**src/rtl/qring_pkg.sv**
```systemverilog
package qring_pkg;
  localparam int VERB_W = 8;
  localparam int VBIT   = VERB_W - 1;

  typedef enum logic [1:0] {
    PM_REG    = 2'd0,
    PM_MIRROR = 2'd1,
    PM_PHASE  = 2'd2
  } pmode_e;
endpackage

```
**src/rtl/qring_store.sv**
```systemverilog
module qring_store
  import qring_pkg::*;
#(
  parameter int DEPTH  = 8,
  parameter int IDX_W  = 3,
  parameter int DATA_W = 32
) (
  input  logic              clk,
  input  logic              rst_n,
  input  logic              wr_body,
  input  logic              wr_verb,
  input  logic [IDX_W-1:0]  wr_idx,
  input  logic [DATA_W-1:0] wr_body_d,
  input  logic [VERB_W-1:0] wr_verb_d,
  input  logic [IDX_W-1:0]  rd_idx,
  output logic [DATA_W-1:0] rd_body,
  output logic [VERB_W-1:0] rd_verb,
  input  logic [IDX_W-1:0]  probe_idx,
  output logic              probe_vbit
);
  logic [DATA_W-1:0] body_q [DEPTH];
  logic [VERB_W-1:0] verb_q [DEPTH];

  for (genvar s = 0; s < DEPTH; s++) begin : g_slot
    logic body_en, verb_en;
    assign body_en = wr_body && (wr_idx == IDX_W'(s));
    assign verb_en = wr_verb && (wr_idx == IDX_W'(s));

    // payload storage carries no reset
    always_ff @(posedge clk) begin
      if (body_en) body_q[s] <= wr_body_d;
    end

    // verb bytes cleared so no phase-1 match exists after reset
    always_ff @(posedge clk or negedge rst_n) begin
      if (!rst_n)       verb_q[s] <= '0;
      else if (verb_en) verb_q[s] <= wr_verb_d;
    end
  end

  assign rd_body    = body_q[rd_idx];
  assign rd_verb    = verb_q[rd_idx];
  assign probe_vbit = verb_q[probe_idx][VBIT];
endmodule

```
**src/rtl/qring_prod.sv**
```systemverilog
module qring_prod
  import qring_pkg::*;
#(
  parameter int IDX_W = 3
) (
  input  logic             clk,
  input  logic             rst_n,
  input  logic             cfg_wr,
  input  logic [1:0]       cfg_mode,
  input  logic             pi_reg_wr,
  input  logic             pi_mir_wr,
  input  logic [IDX_W-1:0] pi_wdata,
  input  logic [IDX_W-1:0] ci,
  input  logic             probe_vbit,
  output logic [IDX_W-1:0] pi,
  output pmode_e           mode
);
  logic [IDX_W-1:0] pi_q, pi_n;
  logic             phase_q, phase_n;
  pmode_e           mode_q, mode_n;
  logic             empty, idx_wr, fwd_ok, vb_hit;
  logic [IDX_W-1:0] fill_old, fill_new, pi_inc;

  assign empty    = (pi_q == ci);
  assign pi_inc   = pi_q + 1'b1;
  assign fill_old = pi_q - ci;
  assign fill_new = pi_wdata - ci;
  assign fwd_ok   = (fill_new >= fill_old);
  assign idx_wr   = ((mode_q == PM_REG) && pi_reg_wr) ||
                    ((mode_q == PM_MIRROR) && pi_mir_wr);
  assign vb_hit   = (mode_q == PM_PHASE) && (probe_vbit == phase_q) &&
                    (pi_inc != ci);

  always_comb begin
    mode_n = mode_q;
    if (cfg_wr && empty && (cfg_mode != 2'd3)) mode_n = pmode_e'(cfg_mode);
    pi_n = pi_q;
    if (idx_wr && fwd_ok) pi_n = pi_wdata;
    else if (vb_hit)      pi_n = pi_inc;
    // a numerically lower producer index means the ring wrapped
    phase_n = phase_q ^ (pi_n < pi_q);
  end

  always_ff @(posedge clk or negedge rst_n) begin
    if (!rst_n) begin
      pi_q    <= '0;
      phase_q <= 1'b1;
      mode_q  <= PM_REG;
    end else begin
      pi_q    <= pi_n;
      phase_q <= phase_n;
      mode_q  <= mode_n;
    end
  end

  assign pi   = pi_q;
  assign mode = mode_q;
endmodule

```
**src/rtl/qring_cons.sv**
```systemverilog
module qring_cons #(
  parameter int IDX_W = 3
) (
  input  logic             clk,
  input  logic             rst_n,
  input  logic [IDX_W-1:0] pi,
  input  logic             out_ready,
  input  logic             thr_wr,
  input  logic [IDX_W-1:0] thr_val,
  output logic             out_valid,
  output logic [IDX_W-1:0] ci,
  output logic             irq
);
  logic [IDX_W-1:0] ci_q, ci_n, thr_q, thr_n, fill;
  logic             take;

  assign out_valid = (pi != ci_q);
  assign take      = out_valid && out_ready;
  assign fill      = pi - ci_q;

  always_comb begin
    ci_n  = take ? ci_q + 1'b1 : ci_q;
    thr_n = thr_wr ? thr_val : thr_q;
  end

  always_ff @(posedge clk or negedge rst_n) begin
    if (!rst_n) begin
      ci_q  <= '0;
      thr_q <= '0;
    end else begin
      ci_q  <= ci_n;
      thr_q <= thr_n;
    end
  end

  assign ci  = ci_q;
  assign irq = (fill <= thr_q);
endmodule

```
**src/rtl/qring_enq.sv**
```systemverilog
module qring_enq
  import qring_pkg::*;
#(
  parameter int DEPTH  = 8,
  parameter int DATA_W = 32,
  localparam int IDX_W = $clog2(DEPTH)
) (
  input  logic              clk,
  input  logic              rst_n,
  input  logic              cfg_wr,
  input  logic [1:0]        cfg_mode,
  input  logic              thr_wr,
  input  logic [IDX_W-1:0]  thr_val,
  input  logic              ent_wr_body,
  input  logic              ent_wr_verb,
  input  logic [IDX_W-1:0]  ent_idx,
  input  logic [DATA_W-1:0] ent_body,
  input  logic [VERB_W-1:0] ent_verb,
  input  logic              pi_reg_wr,
  input  logic              pi_mir_wr,
  input  logic [IDX_W-1:0]  pi_wdata,
  output logic              out_valid,
  input  logic              out_ready,
  output logic [IDX_W-1:0]  out_idx,
  output logic [VERB_W-1:0] out_verb,
  output logic [DATA_W-1:0] out_body,
  output logic [IDX_W-1:0]  ci_o,
  output logic              irq
);
  logic [IDX_W-1:0] pi_q, ci_q;
  logic             probe_vbit;
  pmode_e           mode_q;

  qring_store #(.DEPTH(DEPTH), .IDX_W(IDX_W), .DATA_W(DATA_W)) u_store (
    .clk(clk), .rst_n(rst_n),
    .wr_body(ent_wr_body), .wr_verb(ent_wr_verb), .wr_idx(ent_idx),
    .wr_body_d(ent_body), .wr_verb_d(ent_verb),
    .rd_idx(ci_q), .rd_body(out_body), .rd_verb(out_verb),
    .probe_idx(pi_q), .probe_vbit(probe_vbit)
  );

  qring_prod #(.IDX_W(IDX_W)) u_prod (
    .clk(clk), .rst_n(rst_n),
    .cfg_wr(cfg_wr), .cfg_mode(cfg_mode),
    .pi_reg_wr(pi_reg_wr), .pi_mir_wr(pi_mir_wr), .pi_wdata(pi_wdata),
    .ci(ci_q), .probe_vbit(probe_vbit),
    .pi(pi_q), .mode(mode_q)
  );

  qring_cons #(.IDX_W(IDX_W)) u_cons (
    .clk(clk), .rst_n(rst_n),
    .pi(pi_q), .out_ready(out_ready),
    .thr_wr(thr_wr), .thr_val(thr_val),
    .out_valid(out_valid), .ci(ci_q), .irq(irq)
  );

  assign out_idx = ci_q;
  assign ci_o    = ci_q;
endmodule

```
**config.mk**
```make
export PLATFORM = sky130hd
export DESIGN_NAME = qring_enq
export DESIGN_NICKNAME = d
export VERILOG_FILES = /design/src/rtl/qring_pkg.sv /design/src/rtl/qring_store.sv /design/src/rtl/qring_prod.sv /design/src/rtl/qring_cons.sv /design/src/rtl/qring_enq.sv
export SDC_FILE = /design/constraint.sdc
export NUM_CORES = 1
export LEC_CHECK = 0
export BUFFER_PORTS_ARGS = -buffer_cell sky130_fd_sc_hd__buf_2
export CAP_MARGIN = 40
export CORE_MARGIN = 4
export CORE_UTILIZATION = 47
export DETAILED_ROUTE_END_ITERATION = 16
export HOLD_SLACK_MARGIN = 0.06
export PLACE_DENSITY = 0.7
export SKIP_CTS_REPAIR_TIMING = 1
export SLEW_MARGIN = 20
export SYNTH_ARGS = -nofsm -noshare
export SYNTH_HDL_FRONTEND = slang
export SYNTH_SLANG_ARGS = --single-unit
```
**constraint.sdc**
```tcl
create_clock -name clk -period 9.65 [get_ports clk]
set_input_delay 1.93 -clock clk [delete_from_list [all_inputs] [get_ports clk]]
set_output_delay 1.93 -clock clk [all_outputs]
set_load 0.1 [all_outputs]
```
Word-level counts from Yosys, hierarchy flattened
Memories as Yosys holds them, arrays and structs flattened.
Cells that the tools add are included.
{"block": "totals", "reg_bits": 76, "mem_bits_rw": 256, "inputBits": 60, "output_inout_bits": 48, "elab_cells": 119, "n_memories": 1}
{"memory": "u_store.body_q", "depth": 8, "word_bits": 32, "rd": 1, "rd_ports_with_merged_regs": 0, "wr": 1, "line": "qring_store.sv:21", "rtl": "logic [DATA_W-1:0] body_q [DEPTH];"}
{"block": "op_classes", "n_addsub": 4, "n_lt_le_gt_ge": 5, "n_eq_ne": 14, "mux": 45, "n_bitwise": 3, "n_reduce_logical": 34}
{"cell": "$mux W32", "n": 7}
{"cell": "$reduce_or A32 Y1", "n": 7}
{"cell": "$bmux W8 S3", "n": 2}
{"cell": "$mux W8", "n": 4}
{"cell": "$mux W3", "n": 9}
{"cell": "$logic_and A1 B1 Y1", "n": 24}
{"cell": "$mux W1", "n": 23}
{"cell": "$eq A3 B3 Y1 const B", "n": 4}
{"cell": "$ge A4 B4 Y1 const B", "n": 2}
{"cell": "$not A3 Y4", "n": 2}
{"cell": "$add A3 B1 Y3 const B", "n": 2}
{"cell": "$eq A3 B2 Y1 const B", "n": 2}
{"cell": "$ne A3 B3 Y1", "n": 2}
{"cell": "$sub A3 B3 Y3", "n": 2}
{"cell": "$eq A3 B1 Y1 const B", "n": 1}
{"cell": "$eq A3 B3 Y1", "n": 1}
{"cell": "$ge A3 B3 Y1", "n": 1}
{"cell": "$le A3 B3 Y1", "n": 1}
{"cell": "$logic_not A3 Y1", "n": 1}
{"cell": "$lt A3 B3 Y1", "n": 1}
{"cell": "$eq A2 B1 Y1 const B", "n": 1}
{"cell": "$eq A2 B2 Y1 const B", "n": 1}
{"cell": "$logic_not A2 Y1", "n": 1}
{"cell": "$ne A2 B2 Y1 const B", "n": 1}
{"cell": "other kinds (3)", "n": 3}

Depth between registers and ports, before layout
{"block": "logic_depth", "depth_word": 12, "depth_mapped": 18}

Modules after synthesis
From an unflattened synthesis, not the netlist that was laid out.
{"block": "hier_totals", "hier_cells": 667, "area_unflattened_um2": 14020.9}
{"module": "qring_store", "instances": 1, "cells_each": 557, "area_each_um2": 12947.4, "seq_area_each_um2": 9288.9}
{"module": "qring_prod", "instances": 1, "cells_each": 69, "area_each_um2": 644.4, "seq_area_each_um2": 151.4}
{"module": "qring_cons", "instances": 1, "cells_each": 38, "area_each_um2": 406.6, "seq_area_each_um2": 150.1}
{"module": "qring_enq", "instances": 1, "cells_each": 3, "area_each_um2": 22.5, "seq_area_each_um2": 0.0}

Worst setup path after synthesis
Ideal clock, no wire load.
{"block": "synth_path", "path_type": "flip-flop to output port", "startpoint": "reg u_cons.ci_q[1] (netlist: u_cons.ci[1])", "endpoint": "out irq", "arrival_time_ns": 5.007, "path_slack_ns": 2.713, "path_stages_with_launch": 9, "n_path_buf": 2, "cell_sequence": "dfrtp_1 > clkbuf_1 > clkbuf_1 > inv_1 > fa_1 > ha_1 > nor2b_1 > o21a_1 > o21ai_0"}
{"block": "synth_via", "elab_chain_len": 2}
{"item": "start, declared", "line": "qring_cons.sv:14", "rtl": "logic [IDX_W-1:0] ci_q, ci_n, thr_q, thr_n, fill;"}
{"item": "start signal, assigned", "line": "qring_cons.sv:31", "rtl": "ci_q <= ci_n;"}
{"item": "$sub A3 B3 Y3", "line": "qring_cons.sv:19", "rtl": "assign fill = pi - ci_q;"}
{"item": "$le A3 B3 Y1", "line": "qring_cons.sv:37", "rtl": "assign irq = (fill <= thr_q);"}
{"item": "end, declared", "line": "qring_enq.sv:28", "rtl": "output logic irq"}
Every way passes these cells.

Worst setup path in the final report
Same ends and word-level chain as after synthesis.

==> out/qor.yml <==
rows: 61
drt-vias-per-instance: 5.573
syn_nets: 748
dieWidth_um: 177.9
whs_ns: 0.5040
fin_crit_ns: 5.160
wl_um: 27450
clkSinkCount: 332
relSlewSlack_pct: 47.46
cts_tree: "yes"
drc: 0
dr.pass1.iters: 4
ys.flop_type: "edfxtp_1"
hp-class: "register to register"
end_kind: "primary output"
grt_pass1_wl_um: 41980
placed_area_um2: 14650
root_buffer: "clkbuf_16"
cp-start-kind: "register"
cts_buffers: 35
syn_area_per_cell_um2: 20.15
yosysSeqAreaShare_pct: 70.72
antenna_found_initial: 5
skew_ns: 0.007492
ant_nets: 0
ys_ff_latch: 332
drv_slew: 0
finalCritPeriodShare_pct: 53.48
path_class: "register to primary output"
cp.required_ns: 7.72
drt-initial-drc-count: 472
grt_max_degree: 57
die-height_um: 177.9
io_pins: 108
design_area_um2: 15760
initial_core_util_pct: 48.28
port-buffer-count: 107
synth_cell_type_count: 41
area_growth_pct: 16.20
gp_congestion: 0.7606
finalSetupTns_ns: 0
die-area_um2: 31640
r2r_setup_slack_ns: 4.95
grt_pass1_vias: 7253
synth_edf_count: 256
grt_usage_pct: 17.65
ctsHtreeMaxLevel: 2
drv_cap: 0
status: "finished, final reports clean"
drive_above_1_share_pct: 46.07
setup_viol: 0
rsz0062_at_grt: "no"
crit_fanout: 35
synthArstFlopShare_pct: 22.89
place_hpwl_um: 16120
hold_viol: 0
cts_buffer_depth: 3
netlist_instances: 673
worstMarginPinSlew_ns: 0.7881
num_vias: 6721
clock_latency_ns: 0.50
netlist_area_um2: 13560
grt-ovfl-total: 0
ys_warn_count: 0
clkTransAtPathRegs_ns: 0.05
wl_per_cell_um: 22.76
layout.nets: 877
core_area_um2: 28090
clock.fmax_mhz: 193.8
cp.arrival_ns: 3.23
[metrics by stage]
| step | cells | setup slack, ns | utilization [%] |
|---|---|---|---|
| floorplan | 673 | 2.713 | - |
| global placement | 1139 | 4.748 | 51.98 |
| detailed placement | 1143 | 4.443 | 52.16 |
| CTS | 1205 | 4.437 | 56.10 |
| global route | 1206 | 4.329 | 56.11 |
| finish | 1206 | 4.490 | 56.11 |
[worst max-delay path, stage by stage, from the launching register on]
cell and delay [ns]:
dfrtp_4 0.76, inv_1 0.23, fa_1 0.61, ha_1 0.24, nor2b_1 0.13, o21a_1 0.15, o21ai_0 0.15, buf_2 0.45
[state kept, by name, summed over array words and instances, names as in the netlist]
signal and cells:
u_prod.mode 2, u_cons.thr_q 3, u_store.verb_q 64, u_store.body_q 256
u_cons.ci 3, u_prod.phase_q 1, u_prod.pi 3
[cells by family after synthesis]
group | share of synthesized area, %
AO/OA/AOI/OAI | 1.163
AND/OR/NAND/NOR | 2.057
XOR/XNOR | 0.6181
flip-flops | 70.72
buffers and inverters | 1.476
adder cells (fa/ha/maj) | 1.495
multiplexers | 22.47
[Yosys cell counts (4+ instances only)]
cell type	instances	share of area (%)
edfxtp_1	256	57
mux2_2	108	9.0
mux4_2	80	13
dfrtp_1	75	14
clkbuf_1	18	0.50
nor2_1	17	0.47
inv_1	15	0.42
ha_1	13	1.2
nand2_1	10	0.28
buf_1	7	0.19
nand2b_1	6	0.28
nor3_1	6	0.22
o21ai_0	5	0.18
xnor2_1	5	0.32
buf_2	4	0.15
buf_4	4	0.22
nand3_1	4	0.15
or2_2	4	0.18
[placed cells by master (no fill, tap or decap), drive strengths merged, types with 2 or more instances in the layout]
| master | netlist | layout |
|---|---|---|
| a21oi | 2 | 2 |
| o31ai | 3 | 3 |
| buf | 15 | 125 |
| nand2 | 10 | 10 |
| mux4 | 80 | 80 |
| xor2 | 2 | 2 |
| fa | 2 | 2 |
| nor2b | 3 | 3 |
| nand4 | 2 | 2 |
| nand3 | 4 | 4 |
| bufinv | 0 | 3 |
| xnor2 | 5 | 5 |
| o21ai | 5 | 5 |
| edfxtp | 256 | 256 |
| mux2i | 3 | 3 |
| or4 | 2 | 2 |
| nand2b | 6 | 6 |
| or2 | 4 | 4 |
| ha | 13 | 13 |
| mux2 | 108 | 108 |
| nor3 | 6 | 6 |
| clkbuf | 18 | 45 |
| inv | 15 | 17 |
| nor2 | 17 | 17 |
| dfrtp | 75 | 75 |
| clkinv | 0 | 12 |
| a31oi | 3 | 3 |
[worst paths after layout]
kind                                    start            endpoint  cells after the start
max                              u_cons.ci[1]                 irq                      7
min                        u_store.verb_q[43]  u_store.verb_q[43]                      1
max reg2reg                      u_cons.ci[0]      u_prod.phase_q                     16
min reg2reg                u_store.verb_q[43]  u_store.verb_q[43]                      1
max in group asynchronous               rst_n        u_cons.ci[1]                      3
min in group asynchronous               rst_n  u_store.verb_q[27]                      2
[layout make-up]
class | instances | area (µm²)
antenna | 1 | 2.502
clock buffer | 45 | 933.4
clock inverter | 17 | 172.7
fill | 2128 | 12330
inverter | 15 | 56.30
multi-input combinational | 293 | 3831
sequential | 332 | 9599
tap | 378 | 473.0
timing repair buffer | 125 | 690.7
[layer usage]
metal	vias to the layer above	wire, µm	track usage, %
li1	2964	-	-
met5	-	45	0
met1	3497	10980	23.02
met2	210	14420	30.68
met3	42	1584	3.643
met4	8	414	4.189
Power is left out: the tool's default activity adds up to more than one toggle a clock period on the data nets, which glitch-free logic cannot reach.
